--- config.mk ---
export PLATFORM = sky130hd
export DESIGN_NAME = acc4_cpu
export DESIGN_NICKNAME = d
export VERILOG_FILES = /design/src/rtl/acc4_cpu.sv
export SDC_FILE = /design/constraint.sdc
export NUM_CORES = 1
export LEC_CHECK = 0
export CAP_MARGIN = 10
export CORE_MARGIN = 2
export CORE_UTILIZATION = 60
export DETAILED_ROUTE_END_ITERATION = 6
export PLACE_DENSITY = 0.87
export SETUP_SLACK_MARGIN = 0.3
export SLEW_MARGIN = 20
export SYNTH_ARGS = -nofsm -noshare
export SYNTH_HDL_FRONTEND = slang
export SYNTH_SLANG_ARGS = --single-unit
--- constraint.sdc ---
create_clock -name clk -period 3.5 [get_ports clk]
set_input_delay 0.35 -clock clk [delete_from_list [all_inputs] [get_ports clk]]
set_output_delay 0.35 -clock clk [all_outputs]
set_load 0.03 [all_outputs]
--- src/rtl/acc4_cpu.sv ---
module acc4_cpu #(
  parameter int DW  = 4,
  parameter int AW  = 4,
  parameter int OPW = 3
) (
  input  logic               clk,
  input  logic               rst,
  input  logic               prog_we,
  input  logic [AW-1:0]      prog_addr,
  input  logic [OPW+DW-1:0]  prog_data,
  output logic [DW-1:0]      acc_o,
  output logic [AW-1:0]      pc_o,
  output logic [OPW+DW-1:0]  ir_o,
  output logic [1:0]         state_o,
  output logic               carry_o,
  output logic               zero_o
);
  localparam int IW    = OPW + DW;
  localparam int DEPTH = 1 << AW;

  typedef enum logic [1:0] {S_FETCH = 2'd0, S_DECODE = 2'd1, S_EXEC = 2'd2} state_t;

  localparam logic [OPW-1:0] OP_LD  = 3'd0;
  localparam logic [OPW-1:0] OP_ADD = 3'd1;
  localparam logic [OPW-1:0] OP_SUB = 3'd2;
  localparam logic [OPW-1:0] OP_INC = 3'd3;
  localparam logic [OPW-1:0] OP_DEC = 3'd4;
  localparam logic [OPW-1:0] OP_AND = 3'd5;
  localparam logic [OPW-1:0] OP_OR  = 3'd6;
  localparam logic [OPW-1:0] OP_XOR = 3'd7;

  logic [IW-1:0]  store [DEPTH];
  state_t         state;
  logic [AW-1:0]  pc;
  logic [IW-1:0]  ir;
  logic [DW-1:0]  acc;
  logic           cy;
  logic [OPW-1:0] op_q;
  logic [DW-1:0]  imm_q;
  logic [DW:0]    res;

  always_ff @(posedge clk)
    if (rst && prog_we) store[prog_addr] <= prog_data;

  always_comb begin
    case (op_q)
      OP_LD:   res = {1'b0, imm_q};
      OP_ADD:  res = {1'b0, acc} + {1'b0, imm_q};
      OP_SUB:  res = {acc < imm_q, acc - imm_q};
      OP_INC:  res = {acc == '1, acc + DW'(1)};
      OP_DEC:  res = {acc == '0, acc - DW'(1)};
      OP_AND:  res = {1'b0, acc & imm_q};
      OP_OR:   res = {1'b0, acc | imm_q};
      default: res = {1'b0, acc ^ imm_q};
    endcase
  end

  always_ff @(posedge clk) begin
    if (rst) begin
      state <= S_FETCH;
      pc    <= '0;
      ir    <= '0;
      acc   <= '0;
      cy    <= 1'b0;
      op_q  <= '0;
      imm_q <= '0;
    end else begin
      case (state)
        S_FETCH: begin
          ir    <= store[pc];
          pc    <= pc + AW'(1);
          state <= S_DECODE;
        end
        S_DECODE: begin
          op_q  <= ir[IW-1:DW];
          imm_q <= ir[DW-1:0];
          state <= S_EXEC;
        end
        S_EXEC: begin
          acc   <= res[DW-1:0];
          cy    <= res[DW];
          state <= S_FETCH;
        end
        default: state <= S_FETCH;
      endcase
    end
  end

  assign acc_o   = acc;
  assign pc_o    = pc;
  assign ir_o    = ir;
  assign state_o = state;
  assign carry_o = cy;
  assign zero_o  = (acc == '0);

  p_reset_r1: assert property (@(posedge clk)
    rst |=> (pc == '0 && ir == '0 && acc == '0 && !cy && state == S_FETCH));

  p_fetch_next_r2: assert property (@(posedge clk) disable iff (rst)
    state == S_FETCH |=> state == S_DECODE);
  p_decode_next_r2: assert property (@(posedge clk) disable iff (rst)
    state == S_DECODE |=> state == S_EXEC);
  p_exec_next_r2: assert property (@(posedge clk) disable iff (rst)
    state == S_EXEC |=> state == S_FETCH);

  p_pc_step_r3: assert property (@(posedge clk) disable iff (rst)
    state == S_FETCH |=> pc == $past(pc) + AW'(1));
  p_ir_load_r3: assert property (@(posedge clk) disable iff (rst)
    state == S_FETCH |=> ir == $past(store[pc]));
  p_ir_hold_r3: assert property (@(posedge clk) disable iff (rst)
    state != S_FETCH |=> $stable(ir));

  p_acc_hold_r4: assert property (@(posedge clk) disable iff (rst)
    state != S_EXEC |=> $stable(acc));

  p_store_locked_r8: assert property (@(posedge clk)
    (!rst && prog_we) |=> store[$past(prog_addr)] == $past(store[prog_addr]));
endmodule

; After elaboration in Yosys (flattened, before gate mapping)
; Memory sizes are Yosys's and may differ from the RTL's. A register that Yosys moved wholly into a read port is not among the register bits.
; Index checks and enable logic that the tools add are counted.
; Widths: inputs -> output; s select.
[classes]
bitwise_logic = 3
n_reduce_logical = 4
n_eq_ne = 9
mux = 4
magnitude_cmp = 1
addsub = 5
[op_table]
columns = operator, n
row1 = $pmux 5 s7, 1
row2 = $eq 3x3->1 const B, 3
row3 = $add 4x1->4 const B, 2
row4 = $eq 3x2->1 const B, 2
row5 = $add 4x4->5, 1
row6 = $and 4x4->4, 1
row7 = $eq 4x4->1 const B, 1
row8 = $logic_not 4->1, 1
row9 = $lt 4x4->1, 1
row10 = $or 4x4->4, 1
row11 = $pmux 2 s2, 1
row12 = $sub 4x1->4 const B, 1
row13 = $sub 4x4->4, 1
row14 = $xor 4x4->4, 1
row15 = $eq 3x1->1 const B, 1
row16 = $logic_not 3->1, 1
row17 = $eq 2x1->1 const B, 1
row18 = $eq 2x2->1 const B, 1
row19 = $logic_not 2->1, 1
row20 = $mux 1, 2
row21 = $logic_and 1x1->1, 1
[word_totals]
mem_bits_rw = 112
reg_bits = 18
in_bits = 14
n_memories = 1
[mem_list]
columns = name, depth, word_bits, rd, rd_clocked_by_memory_dff, write_ports, line
row1 = store, 16, 7, 1, 1, 1, 32  ; logic [IW-1:0] store [DEPTH];

; Logic depth before layout (Yosys ltp)
[logic_depth]
depth_word = 3
ltp_mapped = 9
ltp_nobuf = 9

; Worst setup path after synthesis
; OpenSTA, ideal clock, no wires.
[synth_path]
path_type = reg-to-reg
from = register acc[1], in the netlist acc_o[1]
to = register acc[3], in the netlist acc_o[3]
path_slack_ps = 1122
path_stages_with_launch = 8
arrival_ps = 2251
path_buffers = 0
cell_sequence = dfxtp_1 inv_1 ha_1 a21oi_1 o21bai_1 a32o_1 or4b_1 o2bb2ai_1
[synth_via]
elab_chain_cells = 2
word_cells_on_any_way = 5
[synth_lines]
columns = item, line
row1 = start: declaration, 36  ; logic [DW-1:0] acc;
row2 = start signal: assignment, 80  ; acc <= res[DW-1:0];
row3 = $sub 4x1->4 (tied with other cells), 51  ; OP_DEC: res = {acc == '0, acc - DW'(1)};
row4 = $pmux 5 s7 (*), 46  ; case (op_q)
; Every way passes the cells marked *; elsewhere a longest branch is shown, timed or not.
; A chain may end at the register's enable or synchronous reset.

; Final worst setup path
[layout_path]
from = register op_q[1]
to = register acc[3], in the netlist acc_o[3]
[layout_via]
elab_chain_cells = 2
word_cells_on_any_way = 8
[layout_lines]
columns = item, line
row1 = start: declaration, 38  ; logic [OPW-1:0] op_q;
row2 = start signal: assignment, 75  ; op_q <= ir[IW-1:DW];
row3 = $eq 3x3->1 (tied with other cells), 46
row4 = $pmux 5 s7 (*), 46
; Marked as above.

==> metrics <==
Slew Viols, Final=0; Post-DP HPWL=7.76 mm; vias in the first global route=3412; clk sinks=137; worst-case clock buffer depth=2; Vias=3544; TritonCTS clock tree=built; Synth cell types=44; drt total wl=12.1 mm; RSZ-0062 raised after global routing=no; syn nets=423; dpl cell area=6370 sq um; Max-Cap Viols=0; start point of the critical path=op_q[1]; crit end category=flip-flop; GR peak layer=met2; Pleak=2.32 nW; share of cells above drive strength 1=16.0%; sequential area share after synthesis=65.2%; Final Cell Area=6920 sq um; Starting Density=61.2%; pre-CTS WS=949 ps; Area Overhead vs Synth=16.9%; Synth top area share=56.8%; nets@finish=462; largest net degree at the start of global routing=31; Final Hold Vio Count=0; setup TNS=0 ps; Final ANT Viol Nets=0; Worst Path Required=3900 ps; Mapped Area=5920 sq um; max_slew headroom=47.8%; gpl congestion=0.883; grt total ovfl=0; Die H=103 um; wire length per cell=21.0 um; Synth warnings=0; H-tree Lvls=4; Cells after Synth=391; Worst IR Drop VDD=0.530 mV; setup bufs post-CTS=0; Die Footprint=10700 sq um; fin crit period=2590 ps; number of diodes=0; GR Layer Usage met3=6.18%; final setup fails=0; Rows=36; status=finished, final reports clean; FF+latch count, synth=137; GRT met2 Usage=38.4%; post-cts hold buffer count=0; Residual DRC=0; IO buf count=32; fmax=0.386 GHz; critical path fanouts, max=23; final design utilization=71.5%; setup ws final=908 ps; slew at the pin closest to its max-slew limit=782 ps; Worst Hold Class=flip-flop to flip-flop; share of the clock period used by the worst path after layout=74.1%; Crit Path Class=flip-flop to flip-flop; initial DRC count=300; Core ar.=9680 sq um; CTS root buffer=clkbuf_8; CTS buffer count=17; pwr/cell area=568 nW/um^2; IO Pins=33; Worst-path clk slew=60 ps; area leader, netlist=edfxtp_1; Hold Startpoint=carry_o; GRT Total Usage=25.0%; reg2reg start=op_q[1]; 1st-pass router iterations=5; first-pass GRT wire length=19.0 mm; largest cells by area after synthesis=edfxtp_1, mux4_2, dfxtp_1; Clk Latency, worst-skew pair=520 ps; Vias/cell=6.15; cts repair resizes=0; die width=103 um; met1 usage=35.4%; worst clock skew=10.5 ps; Avg Synthesized Cell Area=15.1 sq um; Startpoint Class=flip-flop; Hold WS=510 ps; Worst Path Arrival=3000 ps; initial antenna violation count=0
cell type report:
| class | instances | area, sq um |
|---|---|---|
| timing repair buffer | 40 | 380 |
| clock buffer | 23 | 488 |
| fill | 601 | 2760 |
| clock inverter | 9 | 61.3 |
| multi-input combinational | 220 | 1910 |
| inverter | 14 | 52.6 |
| sequential | 137 | 3860 |
| tap | 133 | 166 |
per-layer routing:
metal | vias to the layer above | part of all wire (%)
met5 | - | 0
met4 | 0 | 1.8
met3 | 20 | 6.5
met2 | 195 | 50
met1 | 1738 | 42
li1 | 1591 | -
cells by family after synthesis:
logic type               Yosys count  synth area share (%)
multiplexers                      39                  12.7
AO/OA/AOI/OAI                     63                  6.97
AND/OR/NAND/NOR                   94                  7.46
flip-flops                       137                  65.2
XOR/XNOR                           6                 0.887
buffers and inverters             34                  2.56
adder cells (fa/ha/maj)           18                  4.18
cells in the final DEF, fill, tap and decap left out, types with 8 or more instances in the layout:
cell type / count
buf_4: 8
nor2_1: 43
inv_1: 14
nand2_1: 16
edfxtp_1: 112
mux2i_1: 10
dfxtp_1: 24
a22oi_1: 14
ha_1: 15
clkdlybuf4s50_1: 32
a21oi_1: 24
clkbuf_16: 17
mux4_2: 29
critical path, stage by stage, from the launching register on:
cell       delay, ps
dfxtp_1          830
nor3b_2          200
ha_1             370
a21oi_1          200
and3_1           200
nor4_1            50
or4b_1           500
o2bb2ai_1        130
power breakdown:
group / switching, mW / internal (mW) / leakage [nW]
Clock: 0.648 / 0.971 / 0.275
Combinational: 0.248 / 0.210 / 0.831
Sequential: 0.0482 / 1.80 / 1.21
Total: 0.944 / 2.98 / 2.32
cell usage after synthesis, drive strengths merged:
library cell  number
edfxtp           112
nor2              43
mux4              29
dfxtp             25
a21oi             24
nand2             16
ha                15
a22oi             14
inv               14
clkbuf            13
mux2i             10
o21ai              8
buf                7
nand2b             7
nor2b              5
nor3               5
xor2               5
and3               3
fa                 3
nand3              3
nor4               3
a211oi             2
a32o               2
nand4              2
o21bai             2
o22ai              2
o2bb2ai            2
or3                2
a2111oi            1
a221oi             1
a311o              1
a311oi             1
a41oi              1
and2               1
nand3b             1
nor3b              1
o2111ai            1
o31ai              1
or2                1
or4b               1
xnor2              1
registers in the layout (all words and copies together), names as in the netlist:
signal	count
acc_o	4
carry_o	1
imm_q	4
ir_o	7
op_q	3
pc_o	4
state_o	2
store	112
stage by stage:
| stage | instances | total power, mW |
|---|---|---|
| 2_1_floorplan | 391 | 2.18 |
| 3_3_place_gp | 544 | 2.32 |
| 3_5_place_dp | 544 | 2.34 |
| 4_1_cts | 576 | 3.95 |
| 5_1_grt | 576 | 4.06 |
| 6_report | 576 | 3.93 |
path summary, 6_finish.rpt:
path	to	slack, ps	cells after the start
worst max-delay path	acc_o[3]	910	7
worst min-delay path	carry_o	510	2
worst max register to register	acc_o[3]	910	7
worst min register to register	carry_o	510	2
Note: power is estimated with default switching activity, not from simulation.
